[src/rtl/irq_agg_pkg.sv]
package irq_agg_pkg;
  localparam int DATA_W = 32;
  localparam int HALF_W = DATA_W / 2;

  localparam logic [2:0] GRP_TOP  = 3'd0;
  localparam logic [2:0] GRP_USB  = 3'd1;
  localparam logic [2:0] GRP_DMA  = 3'd2;
  localparam logic [2:0] GRP_GPIO = 3'd3;
  localparam logic [2:0] GRP_CTRL = 3'd4;
  localparam int NUM_GRP = 4;

  localparam logic [1:0] REG_SRC  = 2'd0;
  localparam logic [1:0] REG_SET  = 2'd1;
  localparam logic [1:0] REG_CLR  = 2'd2;
  localparam logic [1:0] REG_MASK = 2'd3;

  localparam int BIT_USB_RX = 8;
  localparam int BIT_USB_TX = 9;
  localparam int BIT_DMA    = 24;
  localparam int BIT_POL    = 17;

  localparam logic [DATA_W-1:0] SUMMARY_BITS =
    (DATA_W'(1) << BIT_USB_RX) | (DATA_W'(1) << BIT_USB_TX) | (DATA_W'(1) << BIT_DMA);

  typedef struct packed {
    logic       hit;
    logic [2:0] grp;
    logic [1:0] rsel;
  } bus_dec_t;

  function automatic bus_dec_t bus_decode(input logic [15:0] a);
    bus_dec_t d;
    d.grp  = a[6:4];
    d.rsel = a[3:2];
    d.hit  = (a[1:0] == 2'b00) && (a[15:7] == '0) &&
             ((d.grp < GRP_CTRL) || ((d.grp == GRP_CTRL) && (d.rsel == REG_SRC)));
    return d;
  endfunction

  function automatic logic usb_tx_sum(input logic [DATA_W-1:0] p, input logic [DATA_W-1:0] m);
    return |(p[HALF_W-1:0] & ~m[HALF_W-1:0]);
  endfunction

  function automatic logic usb_rx_sum(input logic [DATA_W-1:0] p, input logic [DATA_W-1:0] m);
    return |(p[DATA_W-1:HALF_W] & ~m[DATA_W-1:HALF_W]);
  endfunction

  function automatic logic any_sum(input logic [DATA_W-1:0] p, input logic [DATA_W-1:0] m);
    return |(p & ~m);
  endfunction

  function automatic logic line_level(input logic pol, input logic active, input logic ready);
    return ready & (pol ? active : ~active);
  endfunction
endpackage

[src/rtl/irq_src_group.sv]
module irq_src_group
  import irq_agg_pkg::*;
#(
  parameter logic [DATA_W-1:0] MASK_RST = '0
) (
  input  logic              clk,
  input  logic              rst_n,
  input  logic              wr_set,
  input  logic              wr_clr,
  input  logic              wr_mask,
  input  logic [DATA_W-1:0] wdata,
  input  logic [DATA_W-1:0] hw_set,
  input  logic [DATA_W-1:0] hw_clr,
  output logic [DATA_W-1:0] pend_o,
  output logic [DATA_W-1:0] mask_o
);
  logic [DATA_W-1:0] pend_q, mask_q, sw_next, pend_next;

  always_comb begin
    sw_next = pend_q;
    if (wr_set) sw_next = sw_next | wdata;
    if (wr_clr) sw_next = sw_next & ~wdata;
    pend_next = (sw_next | hw_set) & ~hw_clr;
  end

  always_ff @(posedge clk or negedge rst_n) begin
    if (!rst_n) begin
      pend_q <= '0;
      mask_q <= MASK_RST;
    end else begin
      pend_q <= pend_next;
      if (wr_mask) mask_q <= wdata;
    end
  end

  assign pend_o = pend_q;
  assign mask_o = mask_q;
endmodule

[src/rtl/irq_evt_follow.sv]
module irq_evt_follow
  import irq_agg_pkg::*;
#(
  parameter int EVT_W = 8
) (
  input  logic              clk,
  input  logic              rst_n,
  input  logic [EVT_W-1:0]  evt_in,
  output logic [DATA_W-1:0] hw_set,
  output logic [DATA_W-1:0] hw_clr
);
  logic [EVT_W-1:0] evt_q;
  logic [EVT_W-1:0] evt_chg;

  always_ff @(posedge clk or negedge rst_n) begin
    if (!rst_n) evt_q <= '0;
    else        evt_q <= evt_in;
  end

  assign evt_chg = evt_in ^ evt_q;
  assign hw_set  = DATA_W'(evt_chg & evt_in);
  assign hw_clr  = DATA_W'(evt_chg & ~evt_in);
endmodule

[src/rtl/irq_pwr_gate.sv]
module irq_pwr_gate #(
  parameter int SETTLE_CYC = 100_000_000
) (
  input  logic clk,
  input  logic rst_n,
  input  logic pwr_on,
  output logic ready_o,
  output logic rise_o
);
  localparam int CW = $clog2(SETTLE_CYC + 1);
  localparam logic [CW-1:0] LOAD = CW'(SETTLE_CYC - 1);

  logic          pwr_q, run_q, ready_q;
  logic [CW-1:0] cnt_q;

  assign rise_o = pwr_on & ~pwr_q;

  always_ff @(posedge clk or negedge rst_n) begin
    if (!rst_n) begin
      pwr_q   <= 1'b0;
      run_q   <= 1'b0;
      ready_q <= 1'b0;
      cnt_q   <= '0;
    end else begin
      pwr_q <= pwr_on;
      if (!pwr_on) begin
        run_q   <= 1'b0;
        ready_q <= 1'b0;
      end else if (rise_o) begin
        run_q   <= 1'b1;
        ready_q <= 1'b0;
        cnt_q   <= LOAD;
      end else if (run_q) begin
        if (cnt_q == '0) begin
          run_q   <= 1'b0;
          ready_q <= 1'b1;
        end else begin
          cnt_q <= cnt_q - 1'b1;
        end
      end
    end
  end

  assign ready_o = ready_q;
endmodule

[src/rtl/irq_line_out.sv]
module irq_line_out
  import irq_agg_pkg::*;
(
  input  logic clk,
  input  logic rst_n,
  input  logic pol,
  input  logic active,
  input  logic ready,
  output logic line_o
);
  always_ff @(posedge clk or negedge rst_n) begin
    if (!rst_n) line_o <= 1'b0;
    else        line_o <= line_level(pol, active, ready);
  end
endmodule

[src/rtl/irq_hier_agg.sv]
module irq_hier_agg
  import irq_agg_pkg::*;
#(
  parameter int ADDR_W     = 8,
  parameter int EVT_W      = 8,
  parameter int SETTLE_CYC = 100_000_000
) (
  input  logic              clk,
  input  logic              rst_n,
  input  logic              bus_wr,
  input  logic [ADDR_W-1:0] bus_addr,
  input  logic [31:0]       bus_wdata,
  output logic [31:0]       bus_rdata,
  input  logic [EVT_W-1:0]  core_evt,
  input  logic              pwr_on,
  output logic              irq_o
);
  bus_dec_t dec;
  logic     bus_hit;
  logic [NUM_GRP-1:0] wr_set, wr_clr, wr_mask;
  logic [DATA_W-1:0]  grp_pend [NUM_GRP];
  logic [DATA_W-1:0]  grp_mask [NUM_GRP];
  logic [DATA_W-1:0]  evt_set, evt_clr;
  logic [DATA_W-1:0]  ctrl_q;
  logic [DATA_W-1:0]  top_view, top_mask, usb_pend, usb_mask, dma_pend, dma_mask;
  logic [DATA_W-1:0]  gpio_pend, gpio_mask;
  logic               wr_usb_set, wr_usb_clr, wr_ctrl;
  logic               pol, top_active, gate_ready, pwr_rise;
  logic               sum_tx, sum_rx, sum_dma;
  logic [8*DATA_W-1:0] cfg_state;

  assign dec     = bus_decode(16'(bus_addr));
  assign bus_hit = dec.hit;

  for (genvar g = 0; g < NUM_GRP; g++) begin : g_strobe
    assign wr_set[g]  = bus_wr && bus_hit && (dec.grp == 3'(g)) && (dec.rsel == REG_SET);
    assign wr_clr[g]  = bus_wr && bus_hit && (dec.grp == 3'(g)) && (dec.rsel == REG_CLR);
    assign wr_mask[g] = bus_wr && bus_hit && (dec.grp == 3'(g)) && (dec.rsel == REG_MASK);
  end
  assign wr_ctrl    = bus_wr && bus_hit && (dec.grp == GRP_CTRL);
  assign wr_usb_set = wr_set[GRP_USB];
  assign wr_usb_clr = wr_clr[GRP_USB];

  irq_evt_follow #(.EVT_W(EVT_W)) u_evt (
    .clk(clk), .rst_n(rst_n), .evt_in(core_evt), .hw_set(evt_set), .hw_clr(evt_clr)
  );

  for (genvar g = 0; g < NUM_GRP; g++) begin : g_grp
    if (g == 0) begin : g_top
      irq_src_group #(.MASK_RST('1)) u_grp (
        .clk(clk), .rst_n(rst_n),
        .wr_set(wr_set[g]), .wr_clr(wr_clr[g]), .wr_mask(wr_mask[g]),
        .wdata(bus_wdata), .hw_set(evt_set), .hw_clr(evt_clr),
        .pend_o(grp_pend[g]), .mask_o(grp_mask[g])
      );
    end else begin : g_sub
      irq_src_group #(.MASK_RST('0)) u_grp (
        .clk(clk), .rst_n(rst_n),
        .wr_set(wr_set[g]), .wr_clr(wr_clr[g]), .wr_mask(wr_mask[g]),
        .wdata(bus_wdata), .hw_set('0), .hw_clr('0),
        .pend_o(grp_pend[g]), .mask_o(grp_mask[g])
      );
    end
  end

  assign top_mask  = grp_mask[GRP_TOP];
  assign usb_pend  = grp_pend[GRP_USB];
  assign usb_mask  = grp_mask[GRP_USB];
  assign dma_pend  = grp_pend[GRP_DMA];
  assign dma_mask  = grp_mask[GRP_DMA];
  assign gpio_pend = grp_pend[GRP_GPIO];
  assign gpio_mask = grp_mask[GRP_GPIO];

  assign sum_tx  = usb_tx_sum(usb_pend, usb_mask);
  assign sum_rx  = usb_rx_sum(usb_pend, usb_mask);
  assign sum_dma = any_sum(dma_pend, dma_mask);

  always_comb begin
    top_view             = grp_pend[GRP_TOP] & ~SUMMARY_BITS;
    top_view[BIT_USB_TX] = sum_tx;
    top_view[BIT_USB_RX] = sum_rx;
    top_view[BIT_DMA]    = sum_dma;
  end

  always_ff @(posedge clk or negedge rst_n) begin
    if (!rst_n)       ctrl_q <= '0;
    else if (wr_ctrl) ctrl_q <= bus_wdata;
  end

  assign pol        = ctrl_q[BIT_POL];
  assign top_active = any_sum(top_view, top_mask);

  irq_pwr_gate #(.SETTLE_CYC(SETTLE_CYC)) u_gate (
    .clk(clk), .rst_n(rst_n), .pwr_on(pwr_on), .ready_o(gate_ready), .rise_o(pwr_rise)
  );

  irq_line_out u_line (
    .clk(clk), .rst_n(rst_n), .pol(pol), .active(top_active), .ready(gate_ready), .line_o(irq_o)
  );

  always_comb begin
    bus_rdata = '0;
    if (bus_hit) begin
      if (dec.grp == GRP_CTRL) begin
        bus_rdata = ctrl_q;
      end else begin
        case (dec.grp)
          GRP_TOP:  bus_rdata = (dec.rsel == REG_MASK) ? top_mask  : top_view;
          GRP_USB:  bus_rdata = (dec.rsel == REG_MASK) ? usb_mask  : usb_pend;
          GRP_DMA:  bus_rdata = (dec.rsel == REG_MASK) ? dma_mask  : dma_pend;
          default:  bus_rdata = (dec.rsel == REG_MASK) ? gpio_mask : gpio_pend;
        endcase
      end
    end
  end

  assign cfg_state = {usb_pend, usb_mask, dma_pend, dma_mask, gpio_pend, gpio_mask, top_mask, ctrl_q};
endmodule

[config.mk]
export PLATFORM = sky130hd
export DESIGN_NAME = irq_hier_agg
export DESIGN_NICKNAME = d
export VERILOG_FILES = /design/src/rtl/irq_agg_pkg.sv /design/src/rtl/irq_src_group.sv /design/src/rtl/irq_evt_follow.sv /design/src/rtl/irq_pwr_gate.sv /design/src/rtl/irq_line_out.sv /design/src/rtl/irq_hier_agg.sv
export SDC_FILE = /design/constraint.sdc
export NUM_CORES = 1
export LEC_CHECK = 0
export BUFFER_PORTS_ARGS = -buffer_cell sky130_fd_sc_hd__buf_2
export CORE_ASPECT_RATIO = 0.7
export CORE_MARGIN = 4
export CORE_UTILIZATION = 62
export DETAILED_ROUTE_END_ITERATION = 16
export HOLD_SLACK_MARGIN = 0.03
export PLACE_DENSITY = 0.81
export SLEW_MARGIN = 30
export SYNTH_ARGS = -nofsm -noshare
export SYNTH_HDL_FRONTEND = slang
export SYNTH_SLANG_ARGS = --single-unit
[constraint.sdc]
create_clock -name clk -period 2.2 [get_ports clk]
set_input_delay 0.11 -clock clk [delete_from_list [all_inputs] [get_ports clk]]
set_output_delay 0.11 -clock clk [all_outputs]
set_load 0.1 [all_outputs]
# --- Yosys cells after proc, flatten, opt, wreduce, memory -nomap -nowiden ---
# Index checks and enable logic that the tools add are counted.
# Widths: inputs -> output; s select.
totals:
  word_cells: 116
  input_bits: 52
  reg_bits: 327
  output_inout_bits: 33
classes:
  mux: 27
  order_cmp: 1
  eq_ne: 10
  n_bitwise: 29
  reduce_logical: 33
  addsub: 1
op_table:
  columns: ["operator", "count"]
  rows:
  - ["$mux 32", 14]
  - ["$and 32x32->32", 7]
  - ["$not 32->32", 4]
  - ["$or 32x32->32", 4]
  - ["$pmux 32 s3", 1]
  - ["$mux 27", 3]
  - ["$reduce_or 32->1", 2]
  - ["$and 16x16->16", 2]
  - ["$and 8x32->32", 1]
  - ["$not 16->16", 2]
  - ["$not 8->32", 1]
  - ["$or 32x8->32", 1]
  - ["$reduce_or 16->1", 2]
  - ["$logic_not 27->1", 1]
  - ["$sub 27x1->27 const B", 1]
  - ["$logic_and 1x1->1", 21]
  - ["$mux 1", 9]
  - ["$and 8x8->8", 1]
  - ["$xor 8x8->8", 1]
  - ["$eq 3x2->1 const B", 2]
  - ["$ne 3x1->1 const B", 2]
  - ["$eq 2x2->1 const B", 2]
  - ["$logic_not 2->1", 2]
  - ["$eq 3x1->1 const B", 1]
  - ["other kinds (11)", 14]

# --- Depth between registers and ports, before layout ---
# Gate-level depths: netlist (run 1).
logic_depth:
  ltp_word: 12
  mapped_depth: 8
  depth_no_buf: 7

# --- Modules after synthesis ---
# From an unflattened synthesis (run 1), not the netlist that was laid out.
hier_totals:
  hier_cells: 1753
  area_unflattened_um2: 19563.8
modules_own_cells:
  columns: ["mod", "seq_area_each_um2", "area_per_inst_um2", "n_inst", "cells_each"]
  rows:
  - ["irq_src_group at g_grp[1].g_sub.u_grp ...", 1601.5, 3067.9, 3, 202]
  - ["irq_hier_agg", 800.8, 4672.0, 1, 685]
  - ["irq_src_group at g_grp[0].g_top.u_grp", 1641.6, 3108.0, 1, 202]
  - ["irq_pwr_gate", 750.7, 1835.5, 1, 184]
  - ["irq_evt_follow", 200.2, 704.4, 1, 73]
  - ["irq_line_out", 25.0, 40.0, 1, 3]

# --- Worst setup path after synthesis (run 1) ---
# OpenSTA, ideal clock, no wires.
synth_timing:
  kind: "input -> output"
  start: "input bus_addr[2]"
  end: "output bus_rdata[24]"
  arrival_time_ns: 4.052
  stages: 7
  path_buffers: 2
  required_ns: 2.090
  path_slack_ns: -1.962
  cell_sequence: "and2_1 > clkbuf_1 > clkbuf_1 > mux2i_1 > nor3_1 > a2111oi_0 > o41ai_1"
synth_via:
  elab_chain_cells: 5
  word_cells_on_any_way: 12
  cone_classes: "eq/ne (1); mux (7); reduce/logical (4)"
synth_lines:
  columns: ["item", "line", "rtl"]
  rows:
  - ["from (decl)", "irq_hier_agg.sv:11", "input logic [ADDR_W-1:0] bus_addr,"]
  - ["$eq 2x2->1 or $logic_not 2->1 (tied branches)", null, null]
  - ["$mux 32 (tied with other cells)", "irq_hier_agg.sv:111", "default: bus_rdata = (dec.rsel == REG_MASK) ? gpio_mask : gpio_pend;"]
  - ["$pmux 32 s3 or $logic_or 1x1->1 (tied branches)", "irq_hier_agg.sv:107, irq_agg_pkg.sv:36", null]
  - ["$mux 32 or $logic_and 1x1->1 (tied branches)", "irq_hier_agg.sv:104, irq_agg_pkg.sv:35", null]
  - ["$mux 32 (*)", "irq_hier_agg.sv:103", "if (bus_hit) begin"]
  - ["to (decl)", "irq_hier_agg.sv:13", "output logic [31:0] bus_rdata,"]
# Every way passes the cells marked *; elsewhere a longest branch is shown, timed or not.

==> impl_summary.log, run 1 <==
INFO  metric cell_with_the_biggest_individual_delay_on_the_critical_path = dfrtp_1
INFO  metric complex_gate_fraction_of_the_synthesized_area = 16.71%
INFO  metric post_drt_via_cell_ratio = 6.791
INFO  metric clk-insertion-delay-late = 0.54 ns
INFO  metric cts_htree_levels = 2
INFO  metric core.rowCount = 49
INFO  metric maxSlewHeadroom = 48.91%
INFO  metric finalCoreUtilization = 81.30%
INFO  metric synth.area.top_cells = dfrtp_1 (45%), mux2_2 (9.0%), a21oi_1 (6.0%)
INFO  metric grt_overflow = 0
INFO  metric io_pins = 85
INFO  metric crit_path_cell_trace = nand2b_1 > o2111ai_1 > nor4_1 > buf_4 > a41oi_2 > a2111oi_2 > buf_4 > o41ai_4 > buf_6
INFO  metric initial_utilization = 63.13%
INFO  metric synthesis.area_per_instance = roughly 10 um2
INFO  metric worst_ep_required_time = 2.09 ns
INFO  metric clk_transition_reported_paths = 0.06 ns
INFO  metric synthDistinctLibCells = 64
INFO  metric synth-edff-count = 0
INFO  metric mappedNetlistNets = ~1600
INFO  metric dieArea = 0.02885 mm2
INFO  metric power_density = 693.3 mW/mm2
INFO  metric most_numerous_cell_types_in_the_synthesized_netlist = dfrtp_1 (292), a21oi_1 (193), nand2_1 (135)
INFO  metric grt_max_degree = 67
INFO  metric met2_wirelength = ~24 mm
INFO  metric cts-buffers-inserted = 34
INFO  metric route.antenna.remaining_nets = 0
INFO  metric gpl.final_weighted_congestion = 0.9610
INFO  metric timing.final.crit_share = 118.7%
INFO  metric grt_pass1_vias = 14309
INFO  metric synth-async-reset-ratio = 100.0%
INFO  metric highest_attainable_clock_frequency = 0.3829 GHz
INFO  metric area.growth.synth_to_final = 28.79%
INFO  metric yosys_most_used_dff = dfrtp_1
INFO  metric synth.largest_area_cell = dfrtp_1
INFO  metric critical_path.startpoint_type = register
INFO  metric synth_most_common_cell = dfrtp_1
INFO  metric syn_area = around 0.016 mm2
INFO  metric violations = negative setup slack
INFO  metric track_usage = 36.62%
INFO  metric hold_viol = 0
INFO  metric die_y = between 100 and 150 um
INFO  metric core-area = 0.02569 mm2
INFO  metric post-route-drc-count = 0
INFO  metric static-leakage-power = 9.303 nW
INFO  metric timing.critical_path.mode_cell = buf_4
INFO  metric drtPass1Iterations = 6
INFO  metric fraction_of_synthesized_area_in_multiplexers = 14.89%
INFO  metric ys_ff_latch = 324
INFO  metric preCtsSetupSlack = -0.1952 ns
INFO  metric setup_repair_after_global_routing_missed_its_margin = true
INFO  metric final_slew_violations = 0
INFO  metric antenna_cells_inserted = 0
INFO  metric first_pass_grt_wire_length = approximately 83 mm
INFO  metric clock-skew-final = 0.01279 ns
INFO  metric numClockSinks = 324
INFO  metric synth_warnings = 0
INFO  metric route.met3.wl = 7.111 mm
INFO  metric dominant_combinational_cell_family_by_area_after_synthesis = compound AO/OA/AOI/OAI gates
INFO  metric timing.critical_path.arrival = 2.50 ns
INFO  metric yosys.area_share.adder = 0.5709%
INFO  metric synthesis.instances = 1565
INFO  metric die_width = 201.3 um
INFO  metric wl_met1 = 20.40 mm
INFO  metric critPathCaptureType = primary output
INFO  metric cts_tree = yes
INFO  metric final_critical_path_setup_slack = -0.4115 ns
INFO  metric number_of_violations_of_the_max_capacitance_limit = 0
INFO  metric routed_wire_length_per_instance = 25.63 um
INFO  metric detail_route.iter0.violations = roughly 2200
INFO  metric synth_simple_gate_area_share = 11.34%
INFO  metric design.final.nets = around 1800
INFO  metric synth_xor_area_share = 1.188%
INFO  metric critPathMaxStageDelay = 0.39 ns
INFO  metric fin_crit = approximately 2.6 ns
INFO  metric vias = 14418
INFO  metric path_class = register to primary output
INFO  metric routed_wirelength = 54.41 mm
INFO  metric portBuffers = 84
INFO  metric run_status = complete, but fails checks
INFO  metric maxUsedRoutingLayer = met4
INFO  metric max_ir_drop_vdd = 0.6514 mV
INFO  metric synth_top_area_share = about 45%
INFO  metric grt_antenna_before_repair = 0
INFO  metric detailedPlacementHpwl = 33.60 mm
INFO  metric post_route_cells_drive_above_1_share = a little over a third
INFO  metric synth_seq_area_share = 50.24%
INFO  metric timing_worst_slew_pin_value = 0.7663 ns
INFO  metric setup_viol = 10
INFO  metric fillCellCount = roughly 1400
INFO  metric ctsLongestPathBuffers = 3
INFO  metric peak_fanout_along_the_critical_path = 2
INFO  metric class_of_the_tightest_hold_or_removal_check = primary input to asynchronous set/reset pin
INFO  metric cts.root.buffer_cell = clkbuf_16
==> critical path, delay by kind of cell, from the launching register on <==
kind	cells	cell delay [ns]
and+or+nand+nor	2	0.44
DFF	1	0.39
AOI/OAI and AO/OA	4	0.58
buffers and inverters	3	0.56
==> cells by family after synthesis <==
group,after synthesis
AO/OA/AOI/OAI,436
adder cells (fa/ha/maj),9
flip-flops,324
AND/OR/NAND/NOR,371
multiplexers,210
buffers and inverters,193
XOR/XNOR,22
==> cell usage in the layout (no fill, tap or decap), types with 15 or more instances in the layout <==
master / Yosys / layout
dfrtp_1: 292 / 290
a21oi_1: 193 / 183
buf_4: 3 / 147
nand2_1: 135 / 131
mux2_2: 130 / 130
nor2_1: 78 / 70
inv_1: 58 / 56
o21ai_0: 55 / 54
a22o_1: 52 / 52
buf_12: 0 / 52
buf_2: 31 / 51
mux2i_1: 50 / 50
dlygate4sd3_1: 0 / 42
o22ai_1: 44 / 39
clkbuf_16: 0 / 37
dfstp_2: 32 / 32
o211ai_1: 31 / 31
mux2_4: 30 / 30
nand2b_1: 44 / 28
nand2b_4: 0 / 15
nand3_1: 22 / 15
nor3_2: 1 / 15
==> area by class of cell <==
class                           count  area, um2  area share [%]
Tap cell                          331      414.1           1.983
Clock inverter                      9      107.6          0.5152
Timing Repair Buffer              300       2914           13.95
Inverter                           58      217.7           1.042
Sequential cell                   324       8150           39.02
Multi-Input combinational cell   1048       8035           38.47
Clock buffer                       53       1046           5.008
==> what timing repair did <==
action	CTS	global route
endpoints found under the setup margin	17	44
pin swaps	26	41
endpoints found under the hold margin	378	0
hold buffers	42	0
setup buffers	20	15
gates resized for setup	51	42
gates cloned	0	0
==> per-stage QoR <==
stage	hold WS [ns]	TNS, ns	instances	total power, mW	area [um2]
CTS	0.1460	-0.8932	2109	14.35	20560
global route	0.1639	-2.527	2123	14.88	20890
global placement	0.09363	-0.1178	1986	8.207	18600
floorplan	-0.1856	-4.884	1565	7.492	16530
detailed placement	0.09291	-0.2535	1986	8.276	18600
finish	0.1319	-1.156	2123	14.48	20890
==> where the power goes <==
group / switching (mW) / total, mW / internal (mW)
Sequential: 0.251 / 6.53 / 6.28
Combinational: 1.12 / 1.94 / 0.822
Clock: 2.48 / 6.00 / 3.53
Total: 3.84 / 14.5 / 10.6
==> worst paths after layout <==
path / slack (ns) / end / start / cells past startpoint
worst max-delay path: -0.41 / bus_rdata[24] / register / 9
worst min-delay path: 0.13 / ctrl_q[23] / rst_n / 2
worst max register to register: 0.03 / u_gate.cnt_q[23] / u_gate.cnt_q[7] / 7
worst min register to register: 0.50 / ctrl_q[27] / ctrl_q[27] / 1
max in group asynchronous: 1.22 / g_grp[0].g_top.u_grp.mask_o[8] / rst_n / 3
min in group clk: 0.23 / ctrl_q[24] / bus_wr / 4
==> routing by layer <==
metal | track usage, % | up-vias
li1 | - | 6010
met1 | 49.35 | 7028
met2 | 56.14 | 1104
met3 | 11.14 | 276
met4 | 15.67 | 0
met5 | 0 | -
Power figures use the tool's default switching activity.
==> run 2, diff against run 1 <==
CORE_UTILIZATION = 50   (was 62)
PLACE_DENSITY = 0.67   (was 0.81)
==> impl_summary.log, run 2 (synthesized netlist as in run 1, its figures left out) <==
INFO  metric run_status = complete, but fails checks
INFO  metric violations = negative setup slack
INFO  metric non_filler_cell_area_final = 0.02114 mm2 (+1.2%)
INFO  metric cts_htree_levels = 2 (unchanged)
INFO  metric cts_tree = yes
INFO  metric grt_antenna_before_repair = 2 (+2)
INFO  metric cts-buffers-inserted = 35 (+2.9%)
INFO  metric grt_overflow = 0 (unchanged)
INFO  metric sequential_area = 0.008149 mm2 (about the same)
INFO  metric clk-insertion-delay-late = 0.53 ns (about the same)
INFO  metric ctsLongestPathBuffers = 3 (unchanged)
INFO  metric path_class = register to primary output
INFO  metric finalCoreUtilization = 67.00% (-14 points)
INFO  metric static-leakage-power = 9.326 nW (+0.24%)
INFO  metric timing.critical_path.mode_cell = buf_4
INFO  metric crit_path_cell_trace = nand2b_1 > o2111ai_2 > nor4_2 > buf_4 > a41oi_2 > a2111oi_2 > buf_4 > o41ai_4 > buf_6
INFO  metric setup_repair_after_global_routing_missed_its_margin = true
INFO  metric setup_tns = -0.7321 ns (+0.4242 ns)
INFO  metric core-area = 0.03155 mm2 (+23%)
INFO  metric drtPass1Iterations = 5 (-1)
INFO  metric post_route_cells_drive_above_1_share = 35.81% (+0.32 points)
INFO  metric route.antenna.remaining_nets = 0 (unchanged)
INFO  metric cell_with_the_biggest_individual_delay_on_the_critical_path = dfrtp_1
INFO  metric maxSlewHeadroom = 45.67% (-3.2 points)
INFO  metric numClockSinks = 324 (unchanged)
INFO  metric routed_wire_length_per_instance = 23.81 um (-7.1%)
INFO  metric multi_input_logic_area = 0.008144 mm2 (+1.4%)
INFO  metric placedInstanceArea = 0.01879 mm2 (+1.1%)
INFO  metric clk_transition_reported_paths = 0.06 ns (about the same)
INFO  metric design.final.nets = 1806 (-0.71%)
INFO  metric commonest_non_fill_non_tap_cell_in_the_layout = dfrtp_1
INFO  metric detail_route.iter0.violations = 1322 (-40%)
INFO  metric area.growth.synth_to_final = 30.37%
INFO  metric worst_ep_required_time = 2.09 ns (about the same)
INFO  metric report.power.total = 14.67 mW (+1.3%)
INFO  metric peak_fanout_along_the_critical_path = 3 (+1)
INFO  metric dieArea = 0.03542 mm2 (+23%)
INFO  metric preCtsSetupSlack = -0.1411 ns (+0.05406 ns)
INFO  metric portBuffers = 84 (unchanged)
INFO  metric gpl.final_weighted_congestion = 0.9226 (-4.0%)
INFO  metric critPathCaptureType = primary output
INFO  metric vias = 13655 (-5.3%)
INFO  metric timing.critical_path.arrival = 2.45 ns (-0.05 ns)
INFO  metric track_usage = 29.64% (-7.0 points)
INFO  metric io_pins = 85 (unchanged)
INFO  metric final_slew_violations = 0 (unchanged)
INFO  metric critPathMaxStageDelay = 0.41 ns (+0.02 ns)
INFO  metric first_pass_grt_wire_length = 81.96 mm (-0.72%)
INFO  metric max_ir_drop_vdd = 0.7030 mV (+7.9%)
INFO  metric timing.final.crit_share = 116.3% (-2.4 points)
INFO  metric clock-skew-final = 0.01013 ns (-0.002660 ns)
INFO  metric timing_worst_slew_pin_value = 0.8133 ns (+0.04696 ns)
INFO  metric core.rowCount = 54 (+10%)
INFO  metric highest_attainable_clock_frequency = 0.3909 GHz (+2.1%)
INFO  metric setup_viol = 4 (-6)
INFO  metric layout.cells.most_common_list = dfrtp_1 (291), a21oi_1 (180), nand2_1 (131)
INFO  metric final_critical_path_setup_slack = -0.3580 ns (+0.05346 ns)
INFO  metric number_of_violations_of_the_max_capacitance_limit = 0 (unchanged)
INFO  metric power_density = 694.1 mW/mm2 (+0.12%)
INFO  metric class_of_the_tightest_hold_or_removal_check = primary input to asynchronous set/reset pin
INFO  metric post_drt_via_cell_ratio = 6.204 (-8.6%)
INFO  metric critical_path.startpoint_type = register
INFO  metric hold_viol = 0 (unchanged)
INFO  metric die_width = 223.3 um (+11%)
INFO  metric detailedPlacementHpwl = 34.67 mm (+3.2%)
INFO  metric initial_utilization = 51.40% (-12 points)
INFO  metric cts.root.buffer_cell = clkbuf_16
INFO  metric fin_crit = 2.558 ns (-0.05346 ns)
INFO  metric grt_pass1_vias = 13670 (-4.5%)
INFO  metric routed_wirelength = 52.40 mm (-3.7%)
INFO  metric post-route-drc-count = 0 (unchanged)
INFO  metric die_y = 158.7 um (+11%)
INFO  metric grt_max_degree = 61 (-9.0%)
INFO  metric fillCellCount = 2370 (+70%)
==> run 2: changes by cell type in the layout (fill, tap and decap cells not counted), moves of 4 or more <==
cell,before,now
o2111ai_1,8,4
clkinv_2,3,7
buf_12,52,57
buf_4,147,125
a221oi_1,10,5
clkbuf_1,10,3
o2111ai_2,2,6
nand2b_1,28,32
a221oi_2,5,10
==> run 2: report_power, final <==
part           internal, mW  switching (mW)  leakage (nW)
registers              6.28           0.237          4.21
logic                 0.827            1.10          4.51
clock network          3.74            2.49         0.605
==> run 2: area by class of cell <==
| type | count | area share, % |
|---|---|---|
| antenna | 2 | 0.02367 |
| clock buffer | 49 | 5.019 |
| clock inverter | 14 | 0.7575 |
| inverter | 58 | 1.030 |
| multi-input combinational | 1048 | 38.52 |
| sequential | 324 | 38.55 |
| tap | 420 | 2.486 |
| timing repair buffer | 286 | 13.62 |
==> run 2: what timing repair did <==
action / in CTS / in global routing
pin swaps: 19 / 46
hold buffers: 42 / 0
buffers inserted: 12 / 6
endpoints found under the setup margin: 17 / 45
resized for setup: 54 / 60
endpoints found under the hold margin: 484 / 0
==> run 2: final timing paths <==
check | slack [ns] | from | depth (start not counted) | endpoint
worst max-delay path | -0.36 | register | 9 | bus_rdata[24]
worst min-delay path | 0.08 | rst_n | 2 | asynchronous set/reset pin
worst max register to register | 0.05 | u_gate.cnt_q[3] | 6 | u_gate.cnt_q[19]
worst min register to register | 0.51 | ctrl_q[10] | 1 | ctrl_q[10]
max in group asynchronous | 1.25 | rst_n | 3 | g_grp[0].g_top.u_grp.mask_o[1]
min in group clk | 0.19 | bus_wr | 4 | ctrl_q[29]
==> run 2: stage by stage <==
step                cells  hold WS (ns)
floorplan            1565       -0.1856
global placement     2079       0.03550
detailed placement   2079       0.03689
CTS                  2194       0.08375
global route         2200        0.1164
finish               2201       0.08013
==> run 2: worst max-delay path: cells and delay by family (launching register included) <==
family          cells  cell delay, ns
compound gates      4            0.60
buf+inv             3            0.54
flops               1            0.41
simple gates        2            0.35
==> run 2: routing by layer <==
| layer | wire, um | up-vias | track usage, % |
|---|---|---|---|
| met5 | 13 | - | 0 |
| met1 | 22920 | 6872 | 43.38 |
| li1 | - | 5988 | - |
| met2 | 22810 | 680 | 44.71 |
| met4 | 1530 | 2 | 8.976 |
| met3 | 5132 | 113 | 6.487 |
